==> src/rtl/clkline_pkg.sv <==
package clkline_pkg;

  typedef enum logic [1:0] {
    L1_RISE = 2'd0,
    L1_FALL = 2'd1,
    L1_BOTH = 2'd2,
    L1_OFF  = 2'd3
  } l1_mode_e;

  // Pick the edge event(s) that line 1 reacts to.
  function automatic logic l1_edge(input l1_mode_e mode, input logic rise, input logic fall);
    case (mode)
      L1_RISE: return rise;
      L1_FALL: return fall;
      L1_BOTH: return rise | fall;
      default: return 1'b0;
    endcase
  endfunction

  // Optional enable qualification.
  function automatic logic qualify(input logic ev, input logic use_en, input logic en);
    return ev & (~use_en | en);
  endfunction

  // Inverting a clock swaps its edges: its active (rising) edge is the source's falling edge.
  function automatic logic complement_rise(input logic src_rise, input logic src_fall);
    return src_fall & ~src_rise;
  endfunction

endpackage

==> src/rtl/clkline_sync_edge.sv <==
module clkline_sync_edge #(
  parameter int STAGES = 2
) (
  input  logic clk,
  input  logic rst_n,
  input  logic din,
  output logic rise,
  output logic fall
);

  localparam int TOP = STAGES - 1;

  logic [TOP:0] chain;
  logic         prev;

  generate
    if (STAGES == 1) begin : g_single
      always_ff @(posedge clk) begin
        if (!rst_n) chain <= '0;
        else        chain <= din;
      end
    end else begin : g_multi
      always_ff @(posedge clk) begin
        if (!rst_n) chain <= '0;
        else        chain <= {chain[TOP-1:0], din};
      end
    end
  endgenerate

  always_ff @(posedge clk) begin
    if (!rst_n) prev <= 1'b0;
    else        prev <= chain[TOP];
  end

  assign rise = chain[TOP] & ~prev;
  assign fall = ~chain[TOP] & prev;

endmodule

==> src/rtl/clkline_line_logic.sv <==
module clkline_line_logic
  import clkline_pkg::*;
#(
  parameter int NUM_GCLK = 4,
  parameter int NUM_PT   = 4,
  localparam int SEL_W   = (NUM_GCLK > 1) ? $clog2(NUM_GCLK) : 1,
  localparam int PSEL_W  = (NUM_PT > 1) ? $clog2(NUM_PT) : 1
) (
  input  logic [NUM_GCLK-1:0] g_rise,
  input  logic [NUM_GCLK-1:0] g_fall,
  input  logic [NUM_PT-1:0]   p_rise,
  input  logic                clk_en,
  input  logic [SEL_W-1:0]    l1_sel,
  input  logic [1:0]          l1_mode,
  input  logic [SEL_W-1:0]    l2_sel,
  input  logic                l2_use_en,
  input  logic                l3_src,
  input  logic [PSEL_W-1:0]   l3_pt_sel,
  output logic                l1_stb,
  output logic                l2_stb,
  output logic                l3_stb,
  output logic                config_error
);

  // Named internal events
  logic l1_src_rise, l1_src_fall, l1_event;
  logic l2_src_rise, l2_src_fall;
  logic l3_comp_event, l3_pt_event, l3_comp_stb;

  always_comb begin
    l1_src_rise = g_rise[l1_sel];
    l1_src_fall = g_fall[l1_sel];
    l1_event    = l1_edge(l1_mode_e'(l1_mode), l1_src_rise, l1_src_fall);

    l2_src_rise = g_rise[l2_sel];
    l2_src_fall = g_fall[l2_sel];

    l3_comp_event = complement_rise(l2_src_rise, l2_src_fall);
    l3_pt_event   = p_rise[l3_pt_sel];
    l3_comp_stb   = qualify(l3_comp_event, l2_use_en, clk_en);
  end

  assign l1_stb       = qualify(l1_event, 1'b1, clk_en);
  assign l2_stb       = qualify(l2_src_rise, l2_use_en, clk_en);
  assign config_error = l3_src & l2_use_en;
  assign l3_stb       = config_error ? 1'b0 : (l3_src ? l3_pt_event : l3_comp_stb);

endmodule

==> src/rtl/clkline_gen.sv <==
module clkline_gen #(
  parameter int NUM_GCLK    = 4,
  parameter int NUM_PT      = 4,
  parameter int SYNC_STAGES = 2,
  localparam int SEL_W      = (NUM_GCLK > 1) ? $clog2(NUM_GCLK) : 1,
  localparam int PSEL_W     = (NUM_PT > 1) ? $clog2(NUM_PT) : 1
) (
  input  logic                clk,
  input  logic                rst_n,
  input  logic [NUM_GCLK-1:0] gclk_in,
  input  logic [NUM_PT-1:0]   pt_in,
  input  logic                clk_en,
  input  logic [SEL_W-1:0]    l1_sel,
  input  logic [1:0]          l1_mode,
  input  logic [SEL_W-1:0]    l2_sel,
  input  logic                l2_use_en,
  input  logic                l3_src,
  input  logic [PSEL_W-1:0]   l3_pt_sel,
  output logic                l1_stb,
  output logic                l2_stb,
  output logic                l3_stb,
  output logic                config_error
);

  logic [NUM_GCLK-1:0] g_rise, g_fall;
  logic [NUM_PT-1:0]   p_rise, p_fall;

  generate
    for (genvar gi = 0; gi < NUM_GCLK; gi++) begin : g_gsync
      clkline_sync_edge #(.STAGES(SYNC_STAGES)) u_sync (
        .clk  (clk),
        .rst_n(rst_n),
        .din  (gclk_in[gi]),
        .rise (g_rise[gi]),
        .fall (g_fall[gi])
      );
    end
    for (genvar pi = 0; pi < NUM_PT; pi++) begin : g_psync
      clkline_sync_edge #(.STAGES(SYNC_STAGES)) u_sync (
        .clk  (clk),
        .rst_n(rst_n),
        .din  (pt_in[pi]),
        .rise (p_rise[pi]),
        .fall (p_fall[pi])
      );
    end
  endgenerate

  logic unused_pfall;
  assign unused_pfall = |p_fall;

  clkline_line_logic #(.NUM_GCLK(NUM_GCLK), .NUM_PT(NUM_PT)) u_lines (
    .g_rise      (g_rise),
    .g_fall      (g_fall),
    .p_rise      (p_rise),
    .clk_en      (clk_en),
    .l1_sel      (l1_sel),
    .l1_mode     (l1_mode),
    .l2_sel      (l2_sel),
    .l2_use_en   (l2_use_en),
    .l3_src      (l3_src),
    .l3_pt_sel   (l3_pt_sel),
    .l1_stb      (l1_stb),
    .l2_stb      (l2_stb),
    .l3_stb      (l3_stb),
    .config_error(config_error)
  );

endmodule

==> config.mk <==
export PLATFORM = sky130hd
export DESIGN_NAME = clkline_gen
export DESIGN_NICKNAME = d
export VERILOG_FILES = /design/src/rtl/clkline_pkg.sv /design/src/rtl/clkline_sync_edge.sv /design/src/rtl/clkline_line_logic.sv /design/src/rtl/clkline_gen.sv
export SDC_FILE = /design/constraint.sdc
export NUM_CORES = 1
export LEC_CHECK = 0
export ABC_CLOCK_PERIOD_IN_PS = 1400
export BUFFER_PORTS_ARGS = -buffer_cell sky130_fd_sc_hd__buf_2
export CAP_MARGIN = 25
export CORE_AREA = 2 2 51 53
export DETAILED_ROUTE_END_ITERATION = 16
export DIE_AREA = 0 0 53 55
export HOLD_SLACK_MARGIN = 0.08
export PLACE_DENSITY = 0.71
export SETUP_SLACK_MARGIN = 0.15
export SKIP_LAST_GASP = 1
export SLEW_MARGIN = 20
export SYNTH_ARGS = -nofsm -noshare
export SYNTH_HDL_FRONTEND = slang
export SYNTH_SLANG_ARGS = --single-unit
==> constraint.sdc <==
create_clock -name clk -period 1.4 [get_ports clk]
set_input_delay 0 -clock clk [delete_from_list [all_inputs] [get_ports clk]]
set_output_delay 0 -clock clk [all_outputs]
set_load 0.01 [all_outputs]
### Word level (Yosys, flattened, before mapping)

Index checks and enable logic that the tools add are counted.

| operators by class | value |
|---|---|
| $lt $le $gt $ge | 3 |
| eq/ne operators | 2 |
| mux-type cells | 13 |
| bitwise operators | 33 |
| reductions and logical operators | 1 |

Operators by type and width:

| cell | number |
|---|---|
| bitwise AND 1 bit | 17 |
| NOT 1 bit | 14 |
| binary-select mux 1 bit (select 2 bit) | 5 |
| < comparator 2 x 3 -> 1 bit, second input constant | 3 |
| two-way mux 1 bit | 7 |
| case mux 1 bit (3 select lines) | 1 |
| equality test 2 x 1 -> 1 bit, second input constant | 1 |
| equality test 2 bit, second input constant | 1 |
| zero test 2 bit | 1 |
| bitwise OR 1 bit | 2 |

| word-level totals | value |
|---|---|
| register bits after elaboration | 24 |
| bits of input ports | 21 |
| output and inout port bits | 4 |
| logic and storage cells | 68 |

### Depth between registers and ports, before layout

Gate-level depths: netlist (run 1).

| logic depth | value |
|---|---|
| depth after elaboration | 9 |
| gate-level depth with buffers | 4 |
| depth with buffers taken out | 4 |

### Cells and area by module

A second synthesis (run 1) with hierarchy kept.

| unflattened totals | value |
|---|---|
| cells, all modules | 79 |
| area, all modules | 915.9 um2 |

By module, submodules not included:

| module | times used | cells each | area each (um2) | sequential area each (um2) |
|---|---|---|---|---|
| clkline_sync_edge | 8 | 8 | 91.3 | 60.1 |
| clkline_line_logic | 1 | 15 | 185.2 | 0.0 |

### Worst setup path after synthesis (run 1)

OpenSTA, ideal clock, no wires.

| path | value |
|---|---|
| path type | register -> output |
| start | register g_gsync[3].u_sync.chain[1] |
| end | output l1_stb |
| data arrival time | 1,260 ps |
| data required time | 1,400 ps |
| slack | 140 ps |
| cell stages (with the launch flop) | 5 |
| cell sequence | dfxtp_1 -> nand2b_4 -> mux4_2 -> nor3b_1 -> o31a_1 |

| on the way | value |
|---|---|
| cells in the longest elaborated chain, start to end | 7 |
| elaborated cells on any way between the ends | 10 |
| those cells by class | 5 x mux; 5 x bitwise |

RTL lines:

| item | line | text |
|---|---|---|
| from (decl) | clkline_sync_edge.sv:13 | `logic [TOP:0] chain;` |
| from (signal assigned) | clkline_sync_edge.sv:25 | `else chain <= {chain[TOP-1:0], din};` |
| NOT 1 bit | clkline_sync_edge.sv:36 | `assign fall = ~chain[TOP] & prev;` |
| bitwise AND 1 bit | clkline_sync_edge.sv:36 |  |
| binary-select mux 1 bit (select 2 bit) | clkline_line_logic.sv:32 | `l1_src_fall = g_fall[l1_sel];` |
| two-way mux 1 bit (implied by the code) | clkline_line_logic.sv:32 |  |
| bitwise OR 1 bit | clkline_pkg.sv:15 | `L1_BOTH: return rise \| fall;` |
| case mux 1 bit (3 select lines) (*) | clkline_pkg.sv:12 | `case (mode)` |
| bitwise AND 1 bit (*) | clkline_pkg.sv:22 | `return ev & (~use_en \| en);` |
| to (decl) | clkline_gen.sv:19 | `output logic l1_stb,` |

Mark *: on every way between the ends. The rest lies on a longest branch, timed or not. The select of a mux whose other input is x is not followed.

### Final worst setup path (run 1)

| path | value |
|---|---|
| start | register g_gsync[0].u_sync.chain[1] |
| end | output l1_stb |

| on the way | value |
|---|---|
| cells in the longest elaborated chain, start to end | 7 |
| elaborated cells on any way between the ends | 10 |
| those cells by class | 5 x mux; 5 x bitwise |

RTL lines:

| item | line |
|---|---|
| from (decl) | clkline_sync_edge.sv:13 |
| from (signal assigned) | clkline_sync_edge.sv:25 |
| NOT 1 bit | clkline_sync_edge.sv:36 |
| bitwise AND 1 bit | clkline_sync_edge.sv:36 |
| binary-select mux 1 bit (select 2 bit) | clkline_line_logic.sv:32 |
| two-way mux 1 bit (implied by the code) | clkline_line_logic.sv:32 |
| bitwise OR 1 bit | clkline_pkg.sv:15 |
| case mux 1 bit (3 select lines) (*) | clkline_pkg.sv:12 |
| bitwise AND 1 bit (*) | clkline_pkg.sv:22 |

Marked as above.

==> results.cfg, run 1 <==
[run]
max_cap_viol_count = 0

[clocking]
htree_levels = 1
cts_tree = yes
cts_root_buf = clkbuf_4
cts_sinks = 24
cts.clk_slew.worst_paths_ps = 110
clk_path_buf_depth = 2
cts_buffers = 3
clock_latency_ps = 290
cts_setup_buffers = 0

[floorplanning]
ios = 25
start_util_pct = 38.1
die_h_um = 55
core-area_um2 = 2360
die_area_um2 = 2920
die_x_um = 53
rows = 18

[power_and_ir_drop]
power_density_nw_per_um2 = 943
power.leakage_nw = 0.496
peakVddDrop_uv = 668

[setup_path]
arrival_ps = 1730
worst_ep_required_time_ps = 1400
cp-end-kind = primary output
path_class = reg -> out
path_max_fanout = 3
startpoint_type = flop

[global_route]
grt_usage_pct = 10.2
grt_max_degree = 25
overflow = 0
grt_pass1_wl_mm = 2.10
antenna_found_initial = 0
grt_pass1_vias = 534

[timing]
finalHoldViolations = 0
fin_setup_tns_ps = -688
skew_ps = 1.39
setup_viol = 3
rsz0062_at_grt = yes
fin_crit_sh_pct = 124
setup_slack_ps = -334
min_period_ps = 1730
fmax_mhz = 577
worstMarginPinSlew_ps = 280
slew-limit-headroom_pct = 81.3
maxSlewViolCount = 0
holdWs_ps = 98.5

[routing]
wirelength_mm = 1.34
wl_per_cell_um = 9.38
dr.pass1.iters = 3
dr_total_vias = 626
drc = 0
avgViaCountPerCell = 4.38
drt_first_iter_violations = 1
ant_nets = 0

[placed_design]
placed_area_um2 = 1070
port_buffers = 24
place_ws_ps = -6.60
gp_congestion = 0.671

[synthesis]
netlist_area_um2 = 901
netlist_instances = 78
ys_seq_area_share_pct = 53.3
ys.warnings.count = 0
synth_seq_cells = 24
avgSynthCellArea_um2 = 11.5
synthesis.nets = 99
synth_cell_types = 19

[final_layout]
fin_area_um2 = 1180
diodes = 0
fin_util_pct = 50.0
final_cell_mix = and2_1 (24), buf_2 (24), dfxtp_1 (22)
syn2layout_area_growth_pct = 31.2
layout-drive-gt1-share_pct = 36.3
final_nets = 136

[outcome]
status = complete, but fails checks
violations = setup timing

[min_path]
hold_path_class = in -> reg
-- state kept, by name (all words and copies together) (netlist names) --
register	cells
g_psync.u_sync.chain	8
g_gsync.u_sync.chain	8
g_gsync.u_sync.prev	4
g_psync.u_sync.prev	4
-- repair_timing --
item / in CTS / in global routing
setup endpoints to repair: 3 / 3
hold buffers: 8 / 0
pin swaps: 0 / 2
hold endpoints to repair: 8 / 0
gates resized for setup: 6 / 0
-- path summary, 6_finish.rpt --
path,startpoint,to,slack (ps),cells past startpoint
hold / removal,rst_n,g_gsync[3].u_sync.chain[1],100,2
setup / recovery,g_gsync[0].u_sync.chain[1],l1_stb,-330,5
hold reg to reg,g_psync[3].u_sync.chain[0],g_psync[3].u_sync.chain[1],440,1
setup reg to reg,g_gsync[2].u_sync.chain[1],g_gsync[2].u_sync.prev,730,2
-- critical path, cell delays in order (launching register included) --
cell	delay, ps
dfxtp_2	340
nand2b_1	140
mux4_2	490
nor3b_2	190
o31a_1	150
buf_2	120
-- layer usage --
| metal | vias up | routed length (um) | global-route usage (%) |
|---|---|---|---|
| met5 | - | 0 | 0 |
| met4 | 0 | 22 | 6.41 |
| met3 | 4 | 92 | 2.42 |
| met2 | 22 | 627 | 18.8 |
| met1 | 270 | 600 | 10.6 |
| li1 | 330 | - | - |
-- cells by family after synthesis --
group	count (synthesis)	synth area share (%)
simple gates	41	30.0
flops	24	53.3
compound gates	5	4.58
mux	4	10.4
buf+inv	4	1.67
-- report_power, final --
group / switching [W] / internal (W) / total, W
sequential: 0.00000875 / 0.000710 / 0.000719
combinational: 0.0000459 / 0.0000792 / 0.000125
clock: 0.000170 / 0.000100 / 0.000271
total: 0.000225 / 0.000890 / 0.00111
-- stage by stage --
| stage | instances | power, W |
|---|---|---|
| after floorplan | 78 | 0.000790 |
| after global placement | 132 | 0.000836 |
| after detailed placement | 132 | 0.000842 |
| after CTS | 143 | 0.00113 |
| after global routing | 143 | 0.00118 |
| final | 143 | 0.00111 |
-- Yosys cell counts, drive strengths merged --
| library cell | instances | share of area [%] |
|---|---|---|
| a211oi | 1 | 0.83 |
| a21o | 1 | 0.83 |
| a311oi | 1 | 0.97 |
| a32oi | 1 | 0.97 |
| and2 | 25 | 17 |
| clkbuf | 2 | 0.83 |
| dfxtp | 24 | 53 |
| inv | 2 | 0.83 |
| mux4 | 4 | 10 |
| nand2b | 6 | 5.8 |
| nor2 | 3 | 1.2 |
| nor2b | 1 | 0.69 |
| nor3 | 1 | 0.56 |
| nor3b | 3 | 2.5 |
| o31a | 1 | 0.97 |
| or2b | 2 | 1.7 |
-- area by class of cell --
cell class	count	area, um2
fillers	226	1180
flip-flops and latches	24	483
multi-input cells	50	417
repair buffers	34	215
well taps	30	37.5
clock buffers	3	22.5
inverters	2	7.51
Note: power is estimated with default switching activity, not from simulation.
==> run 2, diff against run 1 <==
==> constraint.sdc (replaced) <==
create_clock -name clk -period 1.4 [get_ports clk]
set_input_delay 0.35 -clock clk [delete_from_list [all_inputs] [get_ports clk]]
set_output_delay 0.35 -clock clk [all_outputs]
set_load 0.01 [all_outputs]
==> results.cfg, run 2 (same netlist as run 1, synthesis figures left out) <==
[setup_path]
path_max_fanout = 3
startpoint_type = flop
startpoint = g_gsync[3].u_sync.chain[1]
arrival_ps = 1700
reg2reg_depth = 2
crit_buf_inv = 1
worst_ep_required_time_ps = 1050
cp-end-kind = primary output
critPathSlowestCell = mux4_2
max_stage_delay_ps = 500
crit_family = multiplexers
rr_startpoint = g_gsync[2].u_sync.chain[1]
path_class = reg -> out
crit_chain = nand2b_4 -> mux4_2 -> nor3b_2 -> o31a_1 -> buf_2
rrSetupSlack_ps = 710
r2r_end = g_gsync[2].u_sync.prev

[global_route]
grt_pass1_wl_mm = 2.33
antenna_found_initial = 0
grt_pass1_vias = 569
overflow = 0
grt_usage_pct = 11.1
grt_max_degree = 25

[power_and_ir_drop]
pwr-share-seq_pct = 64.7
p_switching_w = 0.000229
power.leakage_nw = 0.484
power_density_nw_per_um2 = 962
comb_power_share_pct = 10.9
swShare_pct = 20.6
power_w = 0.00111
p_int_w = 0.000886
peakVddDrop_uv = 648
clock_power_share_pct = 24.4

[min_path]
min_to = g_psync[1].u_sync.chain[0]
holdCritStartpoint = pt_in[1]
hold_path_class = in -> reg
holdPathStages = 2

[floorplanning]
die_h_um = 55
start_util_pct = 38.1
die_area_um2 = 2920
ios = 25
die_x_um = 53
rows = 18
core-area_um2 = 2360

[outcome]
violations = setup timing
status = complete, but fails checks

[clocking]
htree_levels = 1
cts_root_buf = clkbuf_4
cts_sinks = 24
clk_path_buf_depth = 2
cts.clk_slew.worst_paths_ps = 110
clock_latency_ps = 300
cts_buffers = 3
cts_tree = yes

[timing]
holdWs_ps = 248
worstMarginPinSlew_ps = 268
fin_setup_tns_ps = -1710
maxSlewViolCount = 0
slew-limit-headroom_pct = 82.1
setup_viol = 3
rsz0062_at_grt = yes
skew_ps = 4.87
finalHoldViolations = 0
min_period_ps = 2050
setup_slack_ps = -654
fmax_mhz = 487
fin_crit_sh_pct = 147

[final_layout]
top_regs = g_gsync.u_sync.chain: 8 flops, g_psync.u_sync.chain: 8 flops
final_nets = 131
mostFrequentLayoutCell = and2_1
fin_util_pct = 49.0
diodes = 0
regArea_um2 = 485
layout-drive-gt1-share_pct = 46.3
multi_input_area_um2 = 442
final_cell_mix = and2_1 (24), buf_2 (23), dfxtp_1 (20)
fillers = 236
syn2layout_area_growth_pct = 28.6

[placed_design]
place_ws_ps = -376
port_buffers = 24
gp_congestion = 0.659
dpl.hpwl_mm = 1.08

[routing]
dr_total_vias = 622
drt_first_iter_violations = 7
wl_per_cell_um = 10.1
avgViaCountPerCell = 4.51
wirelength_mm = 1.40
drc = 0
ant_nets = 0
dr.pass1.iters = 5

[run]
max_cap_viol_count = 0
-- run 2: timing repair --
item,4_1_cts,5_1_grt
gates resized for setup,11,1
gates cloned,0,0
setup endpoints to repair,3,3
pin swaps,1,1
hold buffers,0,0
buffers inserted,0,0
-- run 2: area by class of cell --
type | count | area share, %
well taps | 30 | 3.24
clock buffers | 3 | 1.94
flip-flops and latches | 24 | 41.9
multi-input cells | 50 | 38.1
repair buffers | 29 | 14.1
inverters | 2 | 0.648
-- run 2: metrics by stage --
stage               instances  area, um2
floorplan                  78        908
global placement          135       1100
detailed placement        135       1100
CTS                       138       1160
global route              138       1160
finish                    138       1160
-- run 2: worst max path at each step --
stage               endpoint  slack [ps]  cells after the start
floorplan             l1_stb        -210                      4
global placement      l1_stb        -360                      5
detailed placement    l1_stb        -380                      5
CTS                   l1_stb        -670                      5
global route          l1_stb        -770                      5
finish                l1_stb        -650                      5
-- run 2: power groups by stage --
| stage | Sequential (W) | Clock [W] | Combinational, W |
|---|---|---|---|
| floorplan | 0.000733 | 0 | 0.0000599 |
| global placement | 0.000734 | 0 | 0.000111 |
| detailed placement | 0.000735 | 0 | 0.000116 |
| CTS | 0.000721 | 0.000283 | 0.000123 |
| global route | 0.000724 | 0.000312 | 0.000138 |
| finish | 0.000721 | 0.000272 | 0.000122 |
-- run 2: routing by layer --
layer,vias to the layer above,wire [um],track usage (%)
met5,-,0,0
met4,0,7,6.41
met3,2,99,1.61
met2,19,715,20.2
met1,281,577,12.4
li1,320,-,-
==> run 3, diff against run 2 <==
- ABC_AREA: default -> 1
- CORE_AREA: 2 2 51 53 -> 2 2 52 54
- DIE_AREA: 0 0 53 55 -> 0 0 54 56
==> results.cfg, run 3 <==
[clocking]
cts_root_buf = clkbuf_4
cts_setup_buffers = 0
cts.clk_slew.worst_paths_ps = 110
clock_latency_ps = 290
cts_tree = yes
clk_path_buf_depth = 2
cts_buffers = 3
cts_sinks = 24
htree_levels = 1

[setup_path]
cp-end-kind = primary output
arrival_ps = 1260
worst_ep_required_time_ps = 1050
startpoint_type = flop
cp_common_cell = nand2_1
path_class = reg -> out
crit_chain = inv_2 -> nand2_2 -> nand2_1 -> nand3_1 -> nand2_1 -> nand2_1 -> a21oi_2 -> buf_2
max_stage_delay_ps = 340
critPathSlowestCell = dfxtp_2
path_max_fanout = 3

[routing]
wl_per_cell_um = 8.70
dr_total_vias = 822
ant_nets = 0
dr.pass1.iters = 4
wirelength_mm = 1.67
avgViaCountPerCell = 4.28
drc = 0
drt_first_iter_violations = 9

[power_and_ir_drop]
pwr-share-seq_pct = 64.2
p_int_w = 0.000871
comb_power_share_pct = 12.1
peakVddDrop_uv = 639
power.leakage_nw = 0.715
swShare_pct = 22.7
clock_power_share_pct = 23.7
p_switching_w = 0.000256
power_w = 0.00113
power_density_nw_per_um2 = 974

[global_route]
grt_pass1_wl_mm = 2.57
grt_max_degree = 25
antenna_found_initial = 0
grt_pass1_vias = 741
overflow = 0
grt_usage_pct = 11.2

[synthesis]
synth_top_area_share_pct = 50.1
synth_edf_count = 0
ys.warnings.count = 0
synth_ff_type = dfxtp_1
synthesis.nets = 158
netlist_area_um2 = 958
ys_seq_area_share_pct = 50.1
ys_async_sr_fraction_pct = 0
synth_seq_cells = 24
avgSynthCellArea_um2 = 7.00
synth_common_cells = nand2_1 (44), inv_1 (36), dfxtp_1 (24), nand3_1 (6), nor2_1 (6)
yosys.area.top_type = dfxtp_1
synth_cell_types = 16
ys_top_cells_by_area = dfxtp_1 (50%), nand2_1 (17%), inv_1 (14%)
synth.most_common_cell = nand2_1
netlist_instances = 137

[placed_design]
dpl.hpwl_mm = 1.23
gp_congestion = 0.748
place_inst = 189
place_ws_ps = -23.4
port_buffers = 24

[timing]
setup_slack_ps = -210
fmax_mhz = 621
maxSlewViolCount = 0
setup_viol = 3
finalHoldViolations = 0
fin_crit_sh_pct = 115
min_period_ps = 1610
skew_ps = 3.54
worstMarginPinSlew_ps = 368
rsz0062_at_grt = yes
fin_setup_tns_ps = -509
slew-limit-headroom_pct = 75.5

[run]
max_cap_viol_count = 0

[floorplanning]
die_x_um = 54
core-area_um2 = 2430
die_h_um = 56
start_util_pct = 39.4
ios = 25
rows = 18
die_area_um2 = 3020

[min_path]
hold_path_class = in -> reg

[final_layout]
final_nets = 185
mostFrequentLayoutCell = nand2_1
diodes = 0
layout-drive-gt1-share_pct = 30.9
syn2layout_area_growth_pct = 20.8
layoutNonFillerInstCount = 192
final_cell_mix = nand2_1 (39), inv_1 (31), buf_2 (24)
top_regs = g_gsync.u_sync.chain: 8 flops, g_psync.u_sync.chain: 8 flops
fillers = 255

[outcome]
status = complete, but fails checks
violations = setup timing
-- run 3: cell types whose count changed in the layout (fill, tap and decap cells not counted), moves of 4 or more --
cell / change
nand2_1: +39
inv_1: +29
and2_1: -24
inv_2: +8
nand3_1: +6
buf_4: -5
nand2_2: +5
nor2_1: +5
mux4_2: -4
nand2b_4: -4
-- run 3: through the flow --
step / hold slack (ps) / util [%] / area [um2]
floorplan: 390 / - / 958
global placement: 393 / 45.5 / 1110
detailed placement: 395 / 45.5 / 1110
CTS: 220 / 47.1 / 1150
global route: 215 / 47.6 / 1160
finish: 230 / 47.6 / 1160
-- run 3: final timing paths --
path	startpoint	to	slack (ps)	cells after the start
setup / recovery	g_gsync[0].u_sync.chain[1]	l1_stb	-210	8
hold / removal	pt_in[0]	g_psync[0].u_sync.chain[0]	230	3
setup reg to reg	g_gsync[1].u_sync.chain[1]	g_gsync[1].u_sync.prev	860	2
hold reg to reg	g_gsync[1].u_sync.chain[0]	g_gsync[1].u_sync.chain[1]	410	2
-- run 3: cell families (layout without fill, tap and decap cells) --
kind of cell	after synthesis	count (layout)	synth area share, %
AO/OA/AOI/OAI	11	11	6.92
XOR/XNOR	1	1	0.914
buffers and inverters	41	66	16.3
flip-flops	24	24	50.1
AND/OR/NAND/NOR	60	60	25.7
-- run 3: timing repair --
item,4_1_cts,5_1_grt
pin swaps,4,0
resized for setup,16,4
hold buffers,0,0
gates cloned,0,0
endpoints found under the setup margin,3,3
-- run 3: final cells by class --
type,count,area (um2),share of cell area [%]
repair buffers,24,120,10.4
multi-input cells,72,342,29.5
inverters,39,146,12.6
clock buffers,3,22.5,1.95
well taps,30,37.5,3.24
flip-flops and latches,24,489,42.3
-- run 3: routing by layer --
metal / up-vias / global-route usage, % / share of wire, %
met2: 33 / 19.7 / 48
met4: 0 / 8.21 / 4.3
met1: 331 / 11.0 / 42
met3: 8 / 1.88 / 6.4
met5: - / 0 / 0
li1: 450 / - / -
-- run 3: power by group through the flow --
| stage | combinational, W | clock, W | sequential (W) |
|---|---|---|---|
| after floorplan | 0.0000775 | 0 | 0.000734 |
| after global placement | 0.000125 | 0 | 0.000736 |
| after detailed placement | 0.000131 | 0 | 0.000737 |
| after CTS | 0.000133 | 0.000281 | 0.000724 |
| after global routing | 0.000157 | 0.000306 | 0.000728 |
| final | 0.000136 | 0.000267 | 0.000724 |
-- run 3: critical path, delay by kind of cell, from the launching register on --
kind,cells,cell delay [ps]
DFF,1,340
and+or+nand+nor,5,310
buffers and inverters,2,200
AOI/OAI and AO/OA,1,110
